$ cat src/rtl/fperr_pkg.sv
package fperr_pkg;

    typedef enum logic [1:0] {
        DK_WAIT   = 2'd0,
        DK_FPWAIT = 2'd1,
        DK_SIMD   = 2'd2,
        DK_CTRL   = 2'd3
    } dec_kind_e;

    typedef struct packed {
        logic valid;
        logic defer;
    } exc_qual_t;

    function automatic logic kind_waits(input dec_kind_e k);
        return (k == DK_WAIT) || (k == DK_FPWAIT) || (k == DK_SIMD);
    endfunction

endpackage

$ cat src/rtl/fperr_flag_bank.sv
module fperr_flag_bank #(
    parameter int NUM_EXC = 6
) (
    input  logic               clk,
    input  logic               rst,
    input  logic               ev_valid,
    input  logic [NUM_EXC-1:0] ev_flags,
    input  logic [NUM_EXC-1:0] mask,
    input  logic               clr,
    output logic [NUM_EXC-1:0] flags,
    output logic               es,
    output logic               ev_unmasked
);
    logic [NUM_EXC-1:0] pending;

    for (genvar i = 0; i < NUM_EXC; i++) begin : g_bit
        logic bit_q;
        always_ff @(posedge clk) begin
            if (rst)
                bit_q <= 1'b0;
            else if (clr)
                bit_q <= ev_valid & ev_flags[i];
            else if (ev_valid & ev_flags[i])
                bit_q <= 1'b1;
        end
        assign flags[i]   = bit_q;
        assign pending[i] = bit_q & ~mask[i];
    end

    always_comb begin
        es          = |pending;
        ev_unmasked = ev_valid & (|(ev_flags & ~mask));
    end
endmodule

$ cat src/rtl/fperr_freeze_ctl.sv
module fperr_freeze_ctl
    import fperr_pkg::*;
(
    input  logic      dec_valid,
    input  dec_kind_e dec_kind,
    input  logic      es,
    input  logic      ign_n,
    output logic      freeze
);
    always_comb begin
        freeze = dec_valid & kind_waits(dec_kind) & es & ign_n;
    end
endmodule

$ cat src/rtl/fperr_pin_ctl.sv
module fperr_pin_ctl
    import fperr_pkg::*;
(
    input  logic      clk,
    input  logic      rst,
    input  logic      clr,
    input  logic      ign_n,
    input  exc_qual_t qual,
    input  logic      ev_unmasked,
    input  logic      freeze,
    output logic      pin_n
);
    logic pin_q;
    logic hit_now;

    always_comb begin
        hit_now = qual.valid & ~qual.defer & ev_unmasked & ign_n;
    end

    always_ff @(posedge clk) begin
        if (rst)
            pin_q <= 1'b0;
        else if (clr)
            pin_q <= hit_now;
        else if (hit_now | freeze)
            pin_q <= 1'b1;
    end

    always_comb begin
        pin_n = ~(ign_n & (pin_q | freeze));
    end
endmodule

$ cat src/rtl/fpu_err_signal.sv
module fpu_err_signal
    import fperr_pkg::*;
#(
    parameter int NUM_EXC = 6
) (
    input  logic               clk,
    input  logic               rst,
    input  logic               exc_valid,
    input  logic [NUM_EXC-1:0] exc_flags,
    input  logic               exc_defer,
    input  logic [NUM_EXC-1:0] ctrl_mask,
    input  logic               err_ignore_n,
    input  logic               dec_valid,
    input  logic [1:0]         dec_kind,
    input  logic               clr_exc,
    output logic [NUM_EXC-1:0] sticky_flags,
    output logic               err_summary,
    output logic               err_pin_n,
    output logic               stall_req
);
    exc_qual_t qual;
    dec_kind_e kind;
    logic      es;
    logic      ev_unmasked;
    logic      freeze;

    always_comb begin
        qual.valid = exc_valid;
        qual.defer = exc_defer;
        kind       = dec_kind_e'(dec_kind);
    end

    fperr_flag_bank #(.NUM_EXC(NUM_EXC)) u_flags (
        .clk         (clk),
        .rst         (rst),
        .ev_valid    (exc_valid),
        .ev_flags    (exc_flags),
        .mask        (ctrl_mask),
        .clr         (clr_exc),
        .flags       (sticky_flags),
        .es          (es),
        .ev_unmasked (ev_unmasked)
    );

    fperr_freeze_ctl u_freeze (
        .dec_valid (dec_valid),
        .dec_kind  (kind),
        .es        (es),
        .ign_n     (err_ignore_n),
        .freeze    (freeze)
    );

    fperr_pin_ctl u_pin (
        .clk         (clk),
        .rst         (rst),
        .clr         (clr_exc),
        .ign_n       (err_ignore_n),
        .qual        (qual),
        .ev_unmasked (ev_unmasked),
        .freeze      (freeze),
        .pin_n       (err_pin_n)
    );

    assign err_summary = es;
    assign stall_req   = freeze;
endmodule

$ cat config.mk
export PLATFORM = sky130hd
export DESIGN_NAME = fpu_err_signal
export DESIGN_NICKNAME = d
export VERILOG_FILES = /design/src/rtl/fperr_pkg.sv /design/src/rtl/fperr_flag_bank.sv /design/src/rtl/fperr_freeze_ctl.sv /design/src/rtl/fperr_pin_ctl.sv /design/src/rtl/fpu_err_signal.sv
export SDC_FILE = /design/constraint.sdc
export NUM_CORES = 1
export LEC_CHECK = 0
export ABC_AREA = 1
export BUFFER_PORTS_ARGS = -buffer_cell sky130_fd_sc_hd__buf_2
export CAP_MARGIN = 20
export CORE_AREA = 2 2 39 41
export DETAILED_ROUTE_END_ITERATION = 10
export DIE_AREA = 0 0 41 43
export MAX_ROUTING_LAYER = met4
export PLACE_DENSITY = 0.66
export SKIP_CTS_REPAIR_TIMING = 1
export SYNTH_ARGS = -nofsm -noshare
export SYNTH_HDL_FRONTEND = slang
export SYNTH_SLANG_ARGS = --single-unit
$ cat constraint.sdc
create_clock -name clk -period 1.1 [get_ports clk]
set_clock_uncertainty 0.1 [all_clocks]
set_input_delay 0.11 -clock clk [delete_from_list [all_inputs] [get_ports clk]]
set_output_delay 0.11 -clock clk [all_outputs]
set_load 0.005 [all_outputs]
# Word level (Yosys, flattened, before mapping)
# Index checks and enable logic that the tools add are counted.
[word_totals]
rom_bits = 0
in_bits = 21
reg_bits = 7
elab_cells = 67
ramBits = 0
latchBits = 0
output_inout_bits = 9
n_memories = 0
[op_classes]
div = 0
n_lt_le_gt_ge = 0
n_eq_ne = 2
bitwise = 32
mul = 0
mux = 14
reduce_logical = 12
n_addsub = 0
shifts = 0
[op_table]
columns = ["op", "n"]
rows = [
  ["$and 1x1->1", 20],
  ["$mux 1", 14],
  ["$reduce_bool 2->1", 7],
  ["$reduce_or 6->1", 2],
  ["$not 1->1", 8],
  ["$and 6x6->6", 1],
  ["$not 6->6", 1],
  ["$eq 2x1->1 const B", 1],
  ["$eq 2x2->1 const B", 1],
  ["$logic_not 2->1", 1],
  ["$logic_or 1x1->1", 2],
  ["$or 1x1->1", 2],
]

# Longest topological paths before layout
[depth]
ltp_word = 9
depth_mapped = 9
mapped_depth_nobuf = 9

# Hierarchy
# A second synthesis with hierarchy kept.
[hier_totals]
cells_unflattened = 72
area_unflattened_um2 = 435.4
[modules_own_cells]
columns = ["mod", "area_per_inst_um2", "instances", "cells_each"]
rows = [
  ["fperr_flag_bank", 355.3, 1, 58],
  ["fperr_pin_ctl", 63.8, 1, 10],
  ["fperr_freeze_ctl", 16.3, 1, 4],
]

# Least setup slack after synthesis
# No wires, ideal clock.
[synth_timing]
path_kind = "register to register"
start = "reg u_flags.g_bit[5].bit_q"
end = "reg u_pin.pin_q"
path_slack_ns = 0.100
setup_time_ns = 0.120
stages_incl_launch_ff = 9
t_required_ns = 0.880
t_arrival_ns = 0.780
path_cell_list = "dfxtp_1 nand2_1 nand2_1 nor2_2 nand2_2 nand2_2 nand2_2 nand2_2 a21oi_2"
[synth_between]
elab_chain_cells = 6
[synth_lines]
columns = ["item", "line_no", "text"]
rows = [
  ["from (decl)", "fperr_flag_bank.sv:17", "logic bit_q;"],
  ["from (signal assigned)", "fperr_flag_bank.sv:22", "bit_q <= ev_valid & ev_flags[i];"],
  ["$and 1x1->1", "fperr_flag_bank.sv:27", "assign pending[i] = bit_q & ~mask[i];"],
  ["$reduce_or 6->1", "fperr_flag_bank.sv:31", "es = |pending;"],
  ["via err_summary", "fpu_err_signal.sv:17", "output logic err_summary,"],
  ["$and 1x1->1 (2 in a row)", "fperr_freeze_ctl.sv:11", "freeze = dec_valid & kind_waits(dec_kind) & es & ign_n;"],
  ["$or 1x1->1", "fperr_pin_ctl.sv:25", "else if (hit_now | freeze)"],
  ["$reduce_bool 2->1 (no line)", "--", ""],
  ["to (signal assigned)", "fperr_pin_ctl.sv:24", "pin_q <= hit_now;"],
  ["to (decl)", "fperr_pin_ctl.sv:13", "logic pin_q;"],
]
# The timed path passes the listed nets, and every way through them passes these cells.
# A chain may end at the register's enable or synchronous reset.

# Worst setup path in the final report
[layout_timing]
start = "reg u_flags.g_bit[5].bit_q"
end = "out err_pin_n"
[layout_between]
elab_chain_cells = 7
[layout_lines]
columns = ["item", "line_no", "text"]
rows = [
  ["$and 1x1->1", "fperr_flag_bank.sv:27", ""],
  ["$reduce_or 6->1", "fperr_flag_bank.sv:31", ""],
  ["$and 1x1->1 (2 in a row)", "fperr_freeze_ctl.sv:11", ""],
  ["$or 1x1->1", "fperr_pin_ctl.sv:30", "pin_n = ~(ign_n & (pin_q | freeze));"],
  ["$and 1x1->1", "fperr_pin_ctl.sv:30", ""],
  ["$not 1->1", "fperr_pin_ctl.sv:30", ""],
  ["to (decl)", "fpu_err_signal.sv:18", "output logic err_pin_n,"],
]
# No other way between the ends.

==> out/results.txt <==
DP Wirelength: 832 µm
Post-layout min period: 1.34 ns
DR pass1 iterations: 4
Adder-cell share of the synthesized area: 0%
CP Cell Sequence: nand2_1 -> nand2_1 -> nor2_2 -> nand2_2 -> nand2_2 -> nand2_2 -> nand2_1 -> buf_2
Mean Syn Cell Area: 6.29 µm²
Final nets: 119
# DRC: 0
Complex-gate fraction of the synthesized area: 13.6%
Clock tree sinks: 7
Pleak: 0.341 nW
# Max-Cap Violations: 0
Final setup viols: 3
Area of the core: 1380 µm²
Final Hold Fails: 0
Setup crit start kind: register
Post-Route WL: 1050 µm
Global placer's final weighted congestion: 0.792
FF-to-FF End: u_pin.pin_q
RSZ-0062 raised after global routing: yes
Layout cells sized above 1: 44.3%
Post-synth top cells: 30 x nand2_1, 7 x dfxtp_1, 7 x inv_1
# rows: 14
Die height: 43 µm
Max stage delay cell, worst path: dfxtp_1
Die Footprint: 1760 µm²
Area leader, netlist: dfxtp_1
Prevailing post-synth register cell: dfxtp_1
Die width: 41 µm
Crit-path max cell delay: 0.32 ns
Slew of the pin with the lowest slew margin: 0.221 ns
Worst skew pair latency: 0.25 ns
Peak supply drop: 0.562 mV
Failing checks: negative setup slack
CTS H-Tree Depth: 1
CP max FO: 3
P&R area growth vs syn: 33.8%
Post-Synth Simple-Gate Area: 35.8%
Drt via density: 4.31
Antenna violations before repair: 0
# IOs: 30
Design Area, Final: 589 µm²
Critical Path End Type: primary output
Post-synthesis xor/xnor area fraction: 0%
Post-layout util: 42.6%
Gr ovfl total: 0
Netlist cell types: 14
Root Buffer: clkbuf_4
Mapped Cells: 70
Tcrit/Tclk final: 122%
1st-iter DRT viols: 5
Relative slew slack: 85.1%
Setup ws final: -0.240 ns
Yosys reg bits: 7
CTS buffer count: 3
Worst R2R Path Depth: 8
CP endpoint: err_pin_n
Area of placed instances: 561 µm²
TritonCTS clock tree: done
Most instantiated library cell after synthesis: nand2_1
Buffer depth of the longest clock path: 2
PD cells: 1100 nW/µm²
Post-synthesis sequential area ratio: 31.8%
Top cells by area, synth: dfxtp_1 32%, nand2_1 26%, buf_4 10%
Worst EP arrival: 1.13 ns
Mapped Area: 440 µm²
Net Count, Synth: 91
Drt wl/cell: 9.27 µm
Vias: 487
Initial Util: 31.8%
GRT Resource Usage Total: 12.8%
First-pass GRT wire length: 1420 µm
Ant. Diodes: 0
Fmax achieved: 746 MHz
Yosys warns: 0
Mux cell area share after synthesis: 0%
Post-synth ARST share: 0%
Final TNS setup: -0.513 ns
Worst r2r src: u_flags.g_bit[5].bit_q
Worst Path Required: 0.89 ns
Pin count of the biggest net entering global routing: 8
Critical path class: reg -> out
Hold Path Class: in -> reg
Slew Viols, Final: 0
Area share of the largest cell type after synthesis: 31.8%
FF-to-FF setup slack: 0.06 ns
Post-route ant nets: 0
Status: finished with violations
Port Buffers: 29
Vias in the first global route: 390
Min-delay src: exc_flags[5]
Worst setup path start: u_flags.g_bit[5].bit_q
Largest family of logic cells by synthesized area: simple AND/OR/NAND/NOR gates
CTS clk-pin slew, worst paths: 0.05 ns
Number of synthesized flops with an enable pin: 0
-- where the power goes --
part           leakage (nW)  total (mW)  internal (mW)  switching (mW)
Sequential           0.0584       0.277          0.269         0.00855
Combinational         0.268       0.138         0.0664          0.0719
Clock                0.0150       0.234          0.139          0.0959
Total                 0.341       0.650          0.474           0.176
-- layout make-up --
| type | count | area [µm²] |
|---|---|---|
| Clock buffer | 4 | 26.3 |
| Fill cell | 152 | 795 |
| Inverter | 10 | 37.5 |
| Multi-Input combinational cell | 47 | 218 |
| Sequential cell | 7 | 143 |
| Tap cell | 16 | 20.0 |
| Timing Repair Buffer | 29 | 145 |
-- flip-flops by register name, indices dropped and copies added, names as in the netlist --
signal,count
u_flags.g_bit.bit_q,6
u_pin.pin_q,1
-- cells in the final DEF (no fill, tap or decap), types with 2 or more instances in the layout --
| cell type | synthesis | final |
|---|---|---|
| nand2_1 | 30 | 30 |
| buf_2 | 0 | 29 |
| dfxtp_2 | 0 | 2 |
| dfxtp_1 | 7 | 5 |
| inv_2 | 2 | 2 |
| a21oi_1 | 6 | 6 |
| inv_1 | 7 | 7 |
| clkbuf_4 | 0 | 3 |
| nand2_2 | 4 | 4 |
| nand3_1 | 2 | 2 |
-- worst min-delay path by stage --
stage          cells after the start                     end  slack, ns
6_report                           3  u_flags.g_bit[5].bit_q      0.009
3_3_place_gp                       3  u_flags.g_bit[5].bit_q       0.27
5_1_grt                            3  u_flags.g_bit[5].bit_q       0.01
4_1_cts                            3  u_flags.g_bit[5].bit_q      0.004
3_5_place_dp                       2             u_pin.pin_q       0.27
2_1_floorplan                      1             u_pin.pin_q       0.07
-- kinds of logic after synthesis --
group                  Yosys count
buffers and inverters           16
DFF                              7
and+or+nand+nor                 38
AOI/OAI and AO/OA                9
-- metrics by stage --
stage	power [mW]	hold WS, ns	instances	setup WS, ns
5_1_grt	0.697	0.0114	113	-0.353
3_5_place_dp	0.421	0.273	109	0.0287
6_report	0.650	0.00877	113	-0.240
2_1_floorplan	0.361	0.0724	70	0.0998
4_1_cts	0.660	0.00449	113	-0.251
3_3_place_gp	0.420	0.267	109	0.0425
-- worst max-delay path: cells and delay by family, from the launching register on --
kind / cells / cell delay [ns]
buf+inv: 1 / 0.10
flops: 1 / 0.32
simple gates: 7 / 0.47
-- per-layer routing --
layer | wire length [µm] | up-vias | global-route usage [%]
li1 | - | 261 | -
met4 | 25 | 0 | 10.0
met1 | 440 | 200 | 14.1
met2 | 504 | 22 | 18.4
met5 | 0 | - | -
met3 | 75 | 4 | 3.14
(Power assumes the default switching activity.)
